[config.mk]
export PLATFORM = sky130hd
export DESIGN_NAME = gpio_port_slice
export DESIGN_NICKNAME = d
export VERILOG_FILES = /design/src/rtl/gpio_pkg.sv /design/src/rtl/gpio_sync.sv /design/src/rtl/gpio_regs.sv /design/src/rtl/gpio_pin_drv.sv /design/src/rtl/gpio_port_slice.sv
export SDC_FILE = /design/constraint.sdc
export NUM_CORES = 1
export LEC_CHECK = 0
export BUFFER_PORTS_ARGS = -buffer_cell sky130_fd_sc_hd__buf_2
export CAP_MARGIN = 40
export CELL_PAD_IN_SITES_DETAIL_PLACEMENT = 1
export CELL_PAD_IN_SITES_GLOBAL_PLACEMENT = 1
export CORE_MARGIN = 2
export CORE_UTILIZATION = 33
export CTS_CLUSTER_SIZE = 14
export DETAILED_ROUTE_END_ITERATION = 10
export GPL_ROUTABILITY_DRIVEN = 0
export PLACE_DENSITY_LB_ADDON = 0.1
export SETUP_SLACK_MARGIN = 0.5
export SYNTH_ARGS = -nofsm -noshare
export SYNTH_HDL_FRONTEND = slang
export SYNTH_SLANG_ARGS = --single-unit
[constraint.sdc]
create_clock -name clk -period 1.3 [get_ports clk]
set_clock_uncertainty 0.1 [all_clocks]
set_input_delay 0 -clock clk [delete_from_list [all_inputs] [get_ports clk]]
set_output_delay 0 -clock clk [all_outputs]
set_load 0.01 [all_outputs]
[src/rtl/gpio_pkg.sv]
package gpio_pkg;

    typedef enum logic {
        SEL_DATA = 1'b0,
        SEL_MODE = 1'b1
    } reg_sel_e;

    // Request for one pin, formed before the global gate and drive rule.
    typedef struct packed {
        logic src;        // value the pin should carry
        logic want_drive; // owner wants the driver on
        logic open_drain; // effective open-drain selection
    } pin_req_t;

    typedef struct packed {
        logic oe;
        logic out;
    } pin_drv_t;

    function automatic pin_drv_t resolve_pin(pin_req_t r, logic global_en);
        pin_drv_t d;
        d.oe  = global_en & r.want_drive & (~r.src | ~r.open_drain);
        d.out = d.oe & r.src;
        return d;
    endfunction

    function automatic logic merge_bit(logic cur, logic nv, logic en);
        return en ? nv : cur;
    endfunction

endpackage

[src/rtl/gpio_sync.sv]
module gpio_sync #(
    parameter int W      = 8,
    parameter int STAGES = 2
) (
    input  logic         clk,
    input  logic         rst,
    input  logic [W-1:0] d,
    output logic [W-1:0] q
);
    logic [W-1:0] stage_q [STAGES];

    always_ff @(posedge clk) begin
        if (rst) stage_q[0] <= '0;
        else     stage_q[0] <= d;
    end

    for (genvar k = 1; k < STAGES; k++) begin : g_stage
        always_ff @(posedge clk) begin
            if (rst) stage_q[k] <= '0;
            else     stage_q[k] <= stage_q[k-1];
        end
    end

    assign q = stage_q[STAGES-1];
endmodule

[src/rtl/gpio_regs.sv]
module gpio_regs
    import gpio_pkg::*;
#(
    parameter int W  = 8,
    parameter int IW = (W > 1) ? $clog2(W) : 1
) (
    input  logic          clk,
    input  logic          rst,
    input  logic          wr_en,
    input  reg_sel_e      wr_sel,
    input  logic [W-1:0]  wr_data,
    input  logic [W-1:0]  wr_mask,
    input  logic          bit_wr_en,
    input  logic [IW-1:0] bit_idx,
    input  logic          bit_val,
    output logic [W-1:0]  latch_q,
    output logic [W-1:0]  mode_q
);
    logic [W-1:0] latch_nx;
    logic [W-1:0] mode_nx;
    logic         wr_latch;
    logic         wr_mode;

    assign wr_latch = wr_en && (wr_sel == SEL_DATA);
    assign wr_mode  = wr_en && (wr_sel == SEL_MODE);

    always_comb begin
        for (int i = 0; i < W; i++) begin
            latch_nx[i] = merge_bit(latch_q[i], wr_data[i], wr_latch & wr_mask[i]);
            // the single-bit write decides its own bit
            latch_nx[i] = merge_bit(latch_nx[i], bit_val,
                                    bit_wr_en && (int'(bit_idx) == i));
            mode_nx[i]  = merge_bit(mode_q[i], wr_data[i], wr_mode & wr_mask[i]);
        end
    end

    always_ff @(posedge clk) begin
        if (rst) begin
            latch_q <= '1;
            mode_q  <= '0;
        end else begin
            latch_q <= latch_nx;
            mode_q  <= mode_nx;
        end
    end
endmodule

[src/rtl/gpio_pin_drv.sv]
module gpio_pin_drv
    import gpio_pkg::*;
(
    input  logic route_en,
    input  logic latch_bit,
    input  logic mode_bit,
    input  logic alloc,
    input  logic per_out,
    input  logic per_oe,
    input  logic per_is_in,
    input  logic force_od,
    output logic pad_out,
    output logic pad_oe
);
    pin_req_t req;
    pin_drv_t drv;

    always_comb begin
        req.src        = alloc ? per_out : latch_bit;
        req.want_drive = alloc ? (per_oe & ~per_is_in) : 1'b1;
        req.open_drain = force_od | ~mode_bit;
        drv            = resolve_pin(req, route_en);
    end

    assign pad_out = drv.out;
    assign pad_oe  = drv.oe;
endmodule

[src/rtl/gpio_port_slice.sv]
module gpio_port_slice
    import gpio_pkg::*;
#(
    parameter int W           = 8,
    parameter int SYNC_STAGES = 2,
    localparam int IW         = (W > 1) ? $clog2(W) : 1
) (
    input  logic          clk,
    input  logic          rst,
    input  logic          route_en,
    input  logic          wr_en,
    input  logic          wr_sel,
    input  logic [W-1:0]  wr_data,
    input  logic [W-1:0]  wr_mask,
    input  logic          bit_wr_en,
    input  logic [IW-1:0] bit_idx,
    input  logic          bit_val,
    input  logic          rd_sel,
    input  logic          rmw_read,
    output logic [W-1:0]  rd_data,
    input  logic [W-1:0]  alloc,
    input  logic [W-1:0]  per_out,
    input  logic [W-1:0]  per_oe,
    input  logic [W-1:0]  per_is_in,
    input  logic [W-1:0]  force_od,
    input  logic [W-1:0]  pad_in,
    output logic [W-1:0]  pad_out,
    output logic [W-1:0]  pad_oe
);
    logic [W-1:0] latch_q;
    logic [W-1:0] mode_q;
    logic [W-1:0] pin_sync;
    reg_sel_e     wr_sel_e;
    reg_sel_e     rd_sel_e;

    assign wr_sel_e = reg_sel_e'(wr_sel);
    assign rd_sel_e = reg_sel_e'(rd_sel);

    gpio_regs #(.W(W), .IW(IW)) u_regs (
        .clk       (clk),
        .rst       (rst),
        .wr_en     (wr_en),
        .wr_sel    (wr_sel_e),
        .wr_data   (wr_data),
        .wr_mask   (wr_mask),
        .bit_wr_en (bit_wr_en),
        .bit_idx   (bit_idx),
        .bit_val   (bit_val),
        .latch_q   (latch_q),
        .mode_q    (mode_q)
    );

    gpio_sync #(.W(W), .STAGES(SYNC_STAGES)) u_sync (
        .clk (clk),
        .rst (rst),
        .d   (pad_in),
        .q   (pin_sync)
    );

    for (genvar i = 0; i < W; i++) begin : g_pin
        gpio_pin_drv u_drv (
            .route_en  (route_en),
            .latch_bit (latch_q[i]),
            .mode_bit  (mode_q[i]),
            .alloc     (alloc[i]),
            .per_out   (per_out[i]),
            .per_oe    (per_oe[i]),
            .per_is_in (per_is_in[i]),
            .force_od  (force_od[i]),
            .pad_out   (pad_out[i]),
            .pad_oe    (pad_oe[i])
        );
    end

    always_comb begin
        unique case (rd_sel_e)
            SEL_MODE: rd_data = mode_q;
            default:  rd_data = rmw_read ? latch_q : pin_sync;
        endcase
    end
endmodule

# Word-level counts from Yosys, hierarchy flattened
# Memory sizes are Yosys's and may differ from the RTL's.
# Index checks and enable logic that the tools add are counted.
# word_totals
reg_bits	16
latchBits	0
ramBits	16
rom_bits	0
input_bits	76
out_inout_bits	24
elab_cells	181
mem_count	1
# op_classes
n_addsub	0
n_mul	0
div	0
order_cmp	0
eq_ne	7
shifts	0
muxes	39
n_bitwise	99
n_reduce_logical	19
# mem_list
name	depth	width	read_ports	rd_clocked_by_memory_dff	write_ports	line_no	source
u_sync.stage_q	2	8	2	0	2	gpio_sync.sv:10	logic [W-1:0] stage_q [STAGES];
# ops
operator	count
bitwise AND 1 bit	48
2-to-1 mux 1 bit	35
inverter 1 bit	33
2-to-1 mux 8 bit	4
bitwise OR 1 bit	18
nonzero test 2 bit	8
== test 3 bit (second input constant)	4
logical AND 1 bit	10
== test 3 x 2 -> 1 bit (second input constant)	2
== test 3 x 1 -> 1 bit (second input constant)	1
logical NOT 3 bit	1

# Longest topological paths before layout
# Gate-level depths: netlist of run 1.
# logic_depth
depth_word	6
depth_mapped	4
mapped_depth_nobuf	3

# Cells and area by module
# A second synthesis of run 1 with hierarchy kept.
# unflattened
hier_cells	209
area_unflattened_um2	2157.1
# by_module_without_submodules
mod	instances	cells_each	area_per_inst_um2	seq_area_each_um2
gpio_regs	1	94	949.7	320.3
gpio_pin_drv	8	7	71.3	0.0
gpio_sync	1	33	464.2	320.3
gpio_port_slice	1	26	172.7	0.0

# Worst setup path after synthesis of run 1
# OpenSTA, ideal clock, no wires.
# synth_timing
path_type	flip-flop to output port
from	reg u_regs.latch_q[2]
to	out pad_out[2]
arrival_ps	833
t_required_ps	1200
slack_ps	367
path_stages_with_launch	4
path_buffers	1
cell_sequence	dfxtp_1 > mux2_2 > nor3b_1 > buf_4
# synth_between
elab_chain_len	5
# synth_rtl
element	line_no	source
start: declaration	gpio_regs.sv:16	output logic [W-1:0] latch_q,
start signal: assignment	gpio_regs.sv:42	latch_q <= latch_nx;
2-to-1 mux 1 bit (*)	gpio_pin_drv.sv:19	req.src = alloc ? per_out : latch_bit;
inverter 1 bit	gpio_pkg.sv:22	d.oe = global_en & r.want_drive & (~r.src | ~r.open_drain);
bitwise OR 1 bit	gpio_pkg.sv:22	
bitwise AND 1 bit	gpio_pkg.sv:22	
bitwise AND 1 bit (*)	gpio_pkg.sv:23	d.out = d.oe & r.src;
end: declaration	gpio_port_slice.sv:27	output logic [W-1:0] pad_out,
# Every way passes the cells marked *; elsewhere a longest branch is shown, timed or not.

# Worst setup path in the final report of run 1
# layout_timing
from	reg u_regs.latch_q[1]
to	out pad_out[1]
# Same word-level chain as after synthesis.

==> flow_metrics.tcl, run 1 <==
set metrics [dict create \
    status "finished, violations left" \
    violations "hold timing" \
    ys_seq_area_share_pct 31.70 \
    startpoint "u_regs.latch_q[1]" \
    root_buffer "clkbuf_8" \
    cts.sinks 32 \
    synthTopCellsByCount "dfxtp_1, nor2b_1, buf_4" \
    drive_gt1_share_pct 48.53 \
    synth_top_area_share_pct 31.70 \
    crit_path_top_delay_cell "dfxtp_2" \
    cp_cell_sequence "mux2_2 -> nor3b_1 -> buf_2" \
    synth_top_area_cell "dfxtp_1" \
    final_area_um2 2953 \
    yosysUniqueCellTypes 26 \
    htreeDepth 2 \
    powerDensity_nw_per_um2 822.8 \
    drt-total-wl_um 5900 \
    relSlewSlack_pct 75.60 \
    fillers 727 \
    syn_nets 301 \
    drt_iter0_drc 88 \
    nets 415 \
    antenna_left 0 \
    antenna_found_initial 0 \
    period_share_pct 99.25 \
    worstMarginPinSlew_ns 0.3661 \
    dr.pass1.iters 4 \
    finalMaxSlewViolations 0 \
    cellLeakagePower_nw 1.456 \
    timing.rr.start "u_regs.latch_q[4]" \
    grt_first_pass_wirelength_um 9246 \
    cts_tree "done" \
    fmax_mhz 775.1 \
    synthTopCellsByArea "dfxtp_1, nor2b_1, mux2i_1" \
    r2r_slack_ns 0.25 \
    cap_violations 0 \
    grt_util_all_layers_pct 17.88 \
    fin_ws_ns 0.009801 \
    cts_hold_buf 16 \
    period_minus_slack_ns 1.290 \
    ys_warn_count 0 \
    synth_edf_count 0 \
    hp-class "primary input to flop" \
    async_reset_ff_share_pct 0 \
    die_w_um 82.25 \
    clk_pin_slew_ns 0.08 \
    cts_buffers 5 \
    wl_per_cell_um 14.22 \
    crit_type "flop to output port" \
    cp.required_ns 1.20 \
    cpPeakStageDelay_ns 0.34 \
    placed_area_um2 2445 \
    dieArea_um2 6765 \
    hold_slack_ns -0.06126 \
    grt_pass1_vias 1997 \
    start_util_pct 34.13 \
    grt_max_degree 25 \
    overflow 0 \
    ir_drop_mv 0.6256 \
    cp-endpoint "pad_out[1]" \
    dp_slack_ns 0.1827 \
    cp-end-kind "output port" \
    hold_viol 9 \
    drc 0 \
    fp-row-count 28 \
    die_y_um 82.25 \
    num_antenna_cells 0 \
    critPathLaunchType "flop" \
    clock_latency_ns 0.29 \
    r2r-end "u_regs.latch_q[4]" \
    syn_area_um2 2021 \
    ys.flop_type "dfxtp_1" \
    cts_buffer_depth 2 \
    fin_util_pct 49.87 \
    arrival_ns 1.19 \
    vias_per_cell 4.829 \
    worstPathMaxFanout 3 \
    dpl.hpwl_um 4166 \
    port_buffers 99 \
    area_delta_synth_final_pct 46.13 \
    setup_viol 0 \
    placed_cells 376 \
    avgSynthCellArea_um2 8.981 \
    r2r_cells 4 \
    core_area_um2 5921 \
    rsz0062_at_grt "yes" \
    synth_seq_cells 32 \
    synthCells 225 \
    vias 2004 \
    fin_cells 415 \
    pin_count 100 \
]
==> metrics by stage <==
stage / power (mW) / setup TNS, ns
CTS: 2.414 / 0
floorplan: 1.338 / 0
global route: 2.552 / -0.1162
detailed placement: 1.537 / 0
finish: 2.430 / 0
global placement: 1.527 / 0
==> what timing repair did <==
item,in CTS,in global routing
endpoints found under the hold margin,21,6
cloned,0,0
buffers inserted,12,3
endpoints found under the setup margin,32,38
resized for setup,33,21
pin swaps,20,8
==> where the power goes <==
part	switching [mW]	total [mW]	leakage, nW	internal [mW]
logic	0.258	0.598	1.15	0.340
clock network	0.402	0.775	0.0479	0.373
registers	0.0261	1.06	0.260	1.03
==> registers in the layout, summed over array words and instances (netlist names) <==
register	cells
u_sync.stage_q	16
u_regs.latch_q	8
u_regs.mode_q	8
==> layout by cell type (no fill, tap or decap) <==
cell	count
o21ai_0	8
dlymetal6s4s_1	5
nand3b_1	6
nand3_1	8
and4bb_1	3
mux2i_1	14
mux2i_2	2
nor2_1	8
buf_2	98
o21ai_1	16
a21oi_2	8
mux2_2	2
a211oi_2	8
nor4b_2	1
inv_1	9
and4_1	1
dlygate4sd3_1	11
mux2_4	6
dfxtp_1	24
clkinv_4	1
dfxtp_2	8
clkbuf_8	5
nand3b_4	2
clkbuf_4	1
nand2b_1	8
nor2b_1	32
nand2_1	8
nor3b_1	8
and4b_2	5
buf_6	14
and4b_1	6
clkinv_2	2
buf_4	2
==> per-layer routing <==
metal | GRT usage, % | share of wire [%] | up-vias
met5 | 0 | 0 | -
met4 | 5.000 | 0.90 | 0
met3 | 3.804 | 5.8 | 5
met2 | 30.16 | 50 | 52
met1 | 22.91 | 44 | 942
li1 | - | - | 1005
==> cell families (layout without fill, tap and decap cells) <==
kind of cell	after synthesis	after routing	share of synthesized area [%]
flops	32	32	31.70
buf+inv	33	148	10.22
compound gates	40	40	12.38
simple gates	96	96	33.31
mux	24	24	12.38
==> worst min path at each step <==
stage                          from                   end  depth (start not counted)
final                           rst      u_regs.mode_q[7]                          2
after global routing            rst      u_regs.mode_q[2]                          2
after CTS                       rst      u_regs.mode_q[7]                          2
after detailed placement  pad_in[7]  u_sync.stage_q[0][7]                          2
after global placement    pad_in[1]  u_sync.stage_q[0][1]                          2
after floorplan                 rst  u_sync.stage_q[0][0]                          1
==> layout make-up <==
type                       count  area [um2]  share of cell area (%)
multi-input combinational    160        1244                   42.12
timing repair buffer         131       843.3                   28.56
sequential                    32       650.6                   22.03
tap                           75       93.84                   3.178
clock buffer                   5       68.82                   2.331
inverter                       9       33.78                   1.144
clock inverter                 3       18.77                  0.6356
==> worst max-delay path: cells and delay by family (launching register included) <==
family                 cells  cell delay, ns
buffers and inverters      1            0.15
flip-flops                 1            0.34
multiplexers               1            0.27
AND/OR/NAND/NOR            1            0.14
(Power assumes the default switching activity.)
==> inputs of run 2 (changes only) <==
PLACE_DENSITY = 0.86   (was unset)
PLACE_DENSITY_LB_ADDON = unset   (was 0.1)
clock period = 1.48 ns   (was 1.3 ns; I/O delays follow)
==> flow_metrics.tcl, run 2 (same netlist as run 1, synthesis figures left out) <==
set metrics [dict create \
    grt_first_pass_wirelength_um 9584 \
    pin_count 100 \
    rsz0062_at_grt "yes" \
    port_buffers 99 \
    grt_util_all_layers_pct 18.53 \
    dieArea_um2 6765 \
    clk_pin_slew_ns 0.07 \
    root_buffer "clkbuf_8" \
    hold_viol 0 \
    vias_per_cell 4.971 \
    drc 0 \
    finalMaxSlewViolations 0 \
    relSlewSlack_pct 69.79 \
    cts_buffer_depth 2 \
    largest_reg_flops 16 \
    core_area_um2 5921 \
    pwr-share-clk_pct 32.8 \
    drt-total-wl_um 6601 \
    wl_per_cell_um 15.87 \
    pwr-share-seq_pct 42.8 \
    vias 2068 \
    top_register "u_sync.stage_q" \
    htreeDepth 2 \
    cellLeakagePower_nw 1.404 \
    period_minus_slack_ns 1.279 \
    status "finished, final reports clean" \
    grt_max_degree 25 \
    fin_ws_ns 0.2011 \
    pwr-share-comb_pct 24.3 \
    ir_drop_mv 0.4708 \
    grt_pass1_vias 2057 \
    dpl.hpwl_um 4452 \
    worstMarginPinSlew_ns 0.4532 \
    swShare_pct 27.36 \
    start_util_pct 34.13 \
    cts_buffers 5 \
    mostFrequentLayoutCells "buf_2, nor2b_1, dfxtp_1" \
    p_int_mw 1.574 \
    crit_type "flop to output port" \
    drive_gt1_share_pct 46.63 \
    dp_slack_ns 0.3680 \
    p_sw_uw 592.6 \
    setup_viol 0 \
    cap_violations 0 \
    antenna_left 0 \
    cts_tree "done" \
    num_antenna_cells 0 \
    clock_latency_ns 0.28 \
    top_regs "u_sync.stage_q x16, u_regs.latch_q x8, u_regs.mode_q x8" \
    cp-end-kind "output port" \
    mostFrequentLayoutCell "buf_2" \
    drt_iter0_drc 57 \
    antenna_found_initial 0 \
    nets 416 \
    worstPathMaxFanout 3 \
    hp-class "primary input to flop" \
    cp.required_ns 1.38 \
    die_w_um 82.25 \
    critPathLaunchType "flop" \
    fmax_mhz 781.9 \
    cts.sinks 32 \
    dr.pass1.iters 4 \
    powerDensity_nw_per_um2 738.9 \
    overflow 0 \
    fp-row-count 28 \
    die_y_um 82.25 \
    arrival_ns 1.18 \
    fin_util_pct 49.51 \
    fin_setup_tns_ns 0 \
    area_delta_synth_final_pct 45.08 \
    period_share_pct 86.41 \
]
run 2: cell types whose count changed in the layout (fill, tap and decap cells not counted), sizes merged:
cell / change
buf: -2
clkbuf: +1
clkinv: -3
clkinvlp: +1
dlygate4sd3: +9
dlymetal6s4s: -5
run 2: routing by layer:
metal	part of all wire (%)	routed length (um)	vias up	global-route usage, %
li1	-	-	1005	-
met1	40	2645	995	20.03
met2	54	3562	58	35.89
met3	4.3	285	10	3.913
met4	1.6	108	0	5.000
met5	0	0	-	0
run 2: stage by stage:
| step | power [mW] | cells | area (um2) | hold slack (ns) |
|---|---|---|---|---|
| global placement | 1.334 | 376 | 2445 | 0.1087 |
| global route | 2.264 | 416 | 2932 | 0.03486 |
| detailed placement | 1.352 | 376 | 2445 | 0.1142 |
| CTS | 2.159 | 411 | 2858 | -0.04264 |
| floorplan | 1.175 | 225 | 2021 | -0.02839 |
| finish | 2.166 | 416 | 2932 | 0.005747 |
run 2: final timing paths:
path / to / depth (start not counted) / start / slack, ns
max: pad_out[3] / 3 / u_regs.latch_q[3] / 0.20
min: u_regs.mode_q[1] / 4 / wr_mask[1] / 0.006
max reg2reg: u_regs.latch_q[7] / 4 / u_regs.latch_q[7] / 0.41
min reg2reg: u_sync.stage_q[1][6] / 1 / u_sync.stage_q[0][6] / 0.34
run 2: what timing repair did:
item,4_1_cts,5_1_grt
pin swaps,11,11
hold endpoints to repair,21,2
setup buffers,10,2
endpoints found under the setup margin,24,30
hold buffers,17,3
resized for setup,33,7
run 2: critical path, cell delays in order (launching register included):
cell	delay (ns)
dfxtp_2	0.34
mux2_4	0.28
nor3b_1	0.14
buf_2	0.15
run 2: final cells by class:
cell class                      instances  area [um2]
Inverter                                9       33.78
Clock buffer                            7       86.33
Tap cell                               75       93.84
Timing Repair Buffer                  132       823.3
Sequential cell                        32       650.6
Fill cell                             733        2989
Clock inverter                          1       7.507
Multi-Input combinational cell        160        1236
run 2: power by group through the flow:
stage / Clock [mW] / Sequential (mW) / Combinational (mW)
after CTS: 0.733 / 0.927 / 0.499
after global placement: 0 / 0.947 / 0.387
final: 0.711 / 0.928 / 0.527
after global routing: 0.761 / 0.932 / 0.571
after detailed placement: 0 / 0.948 / 0.404
after floorplan: 0 / 0.937 / 0.237
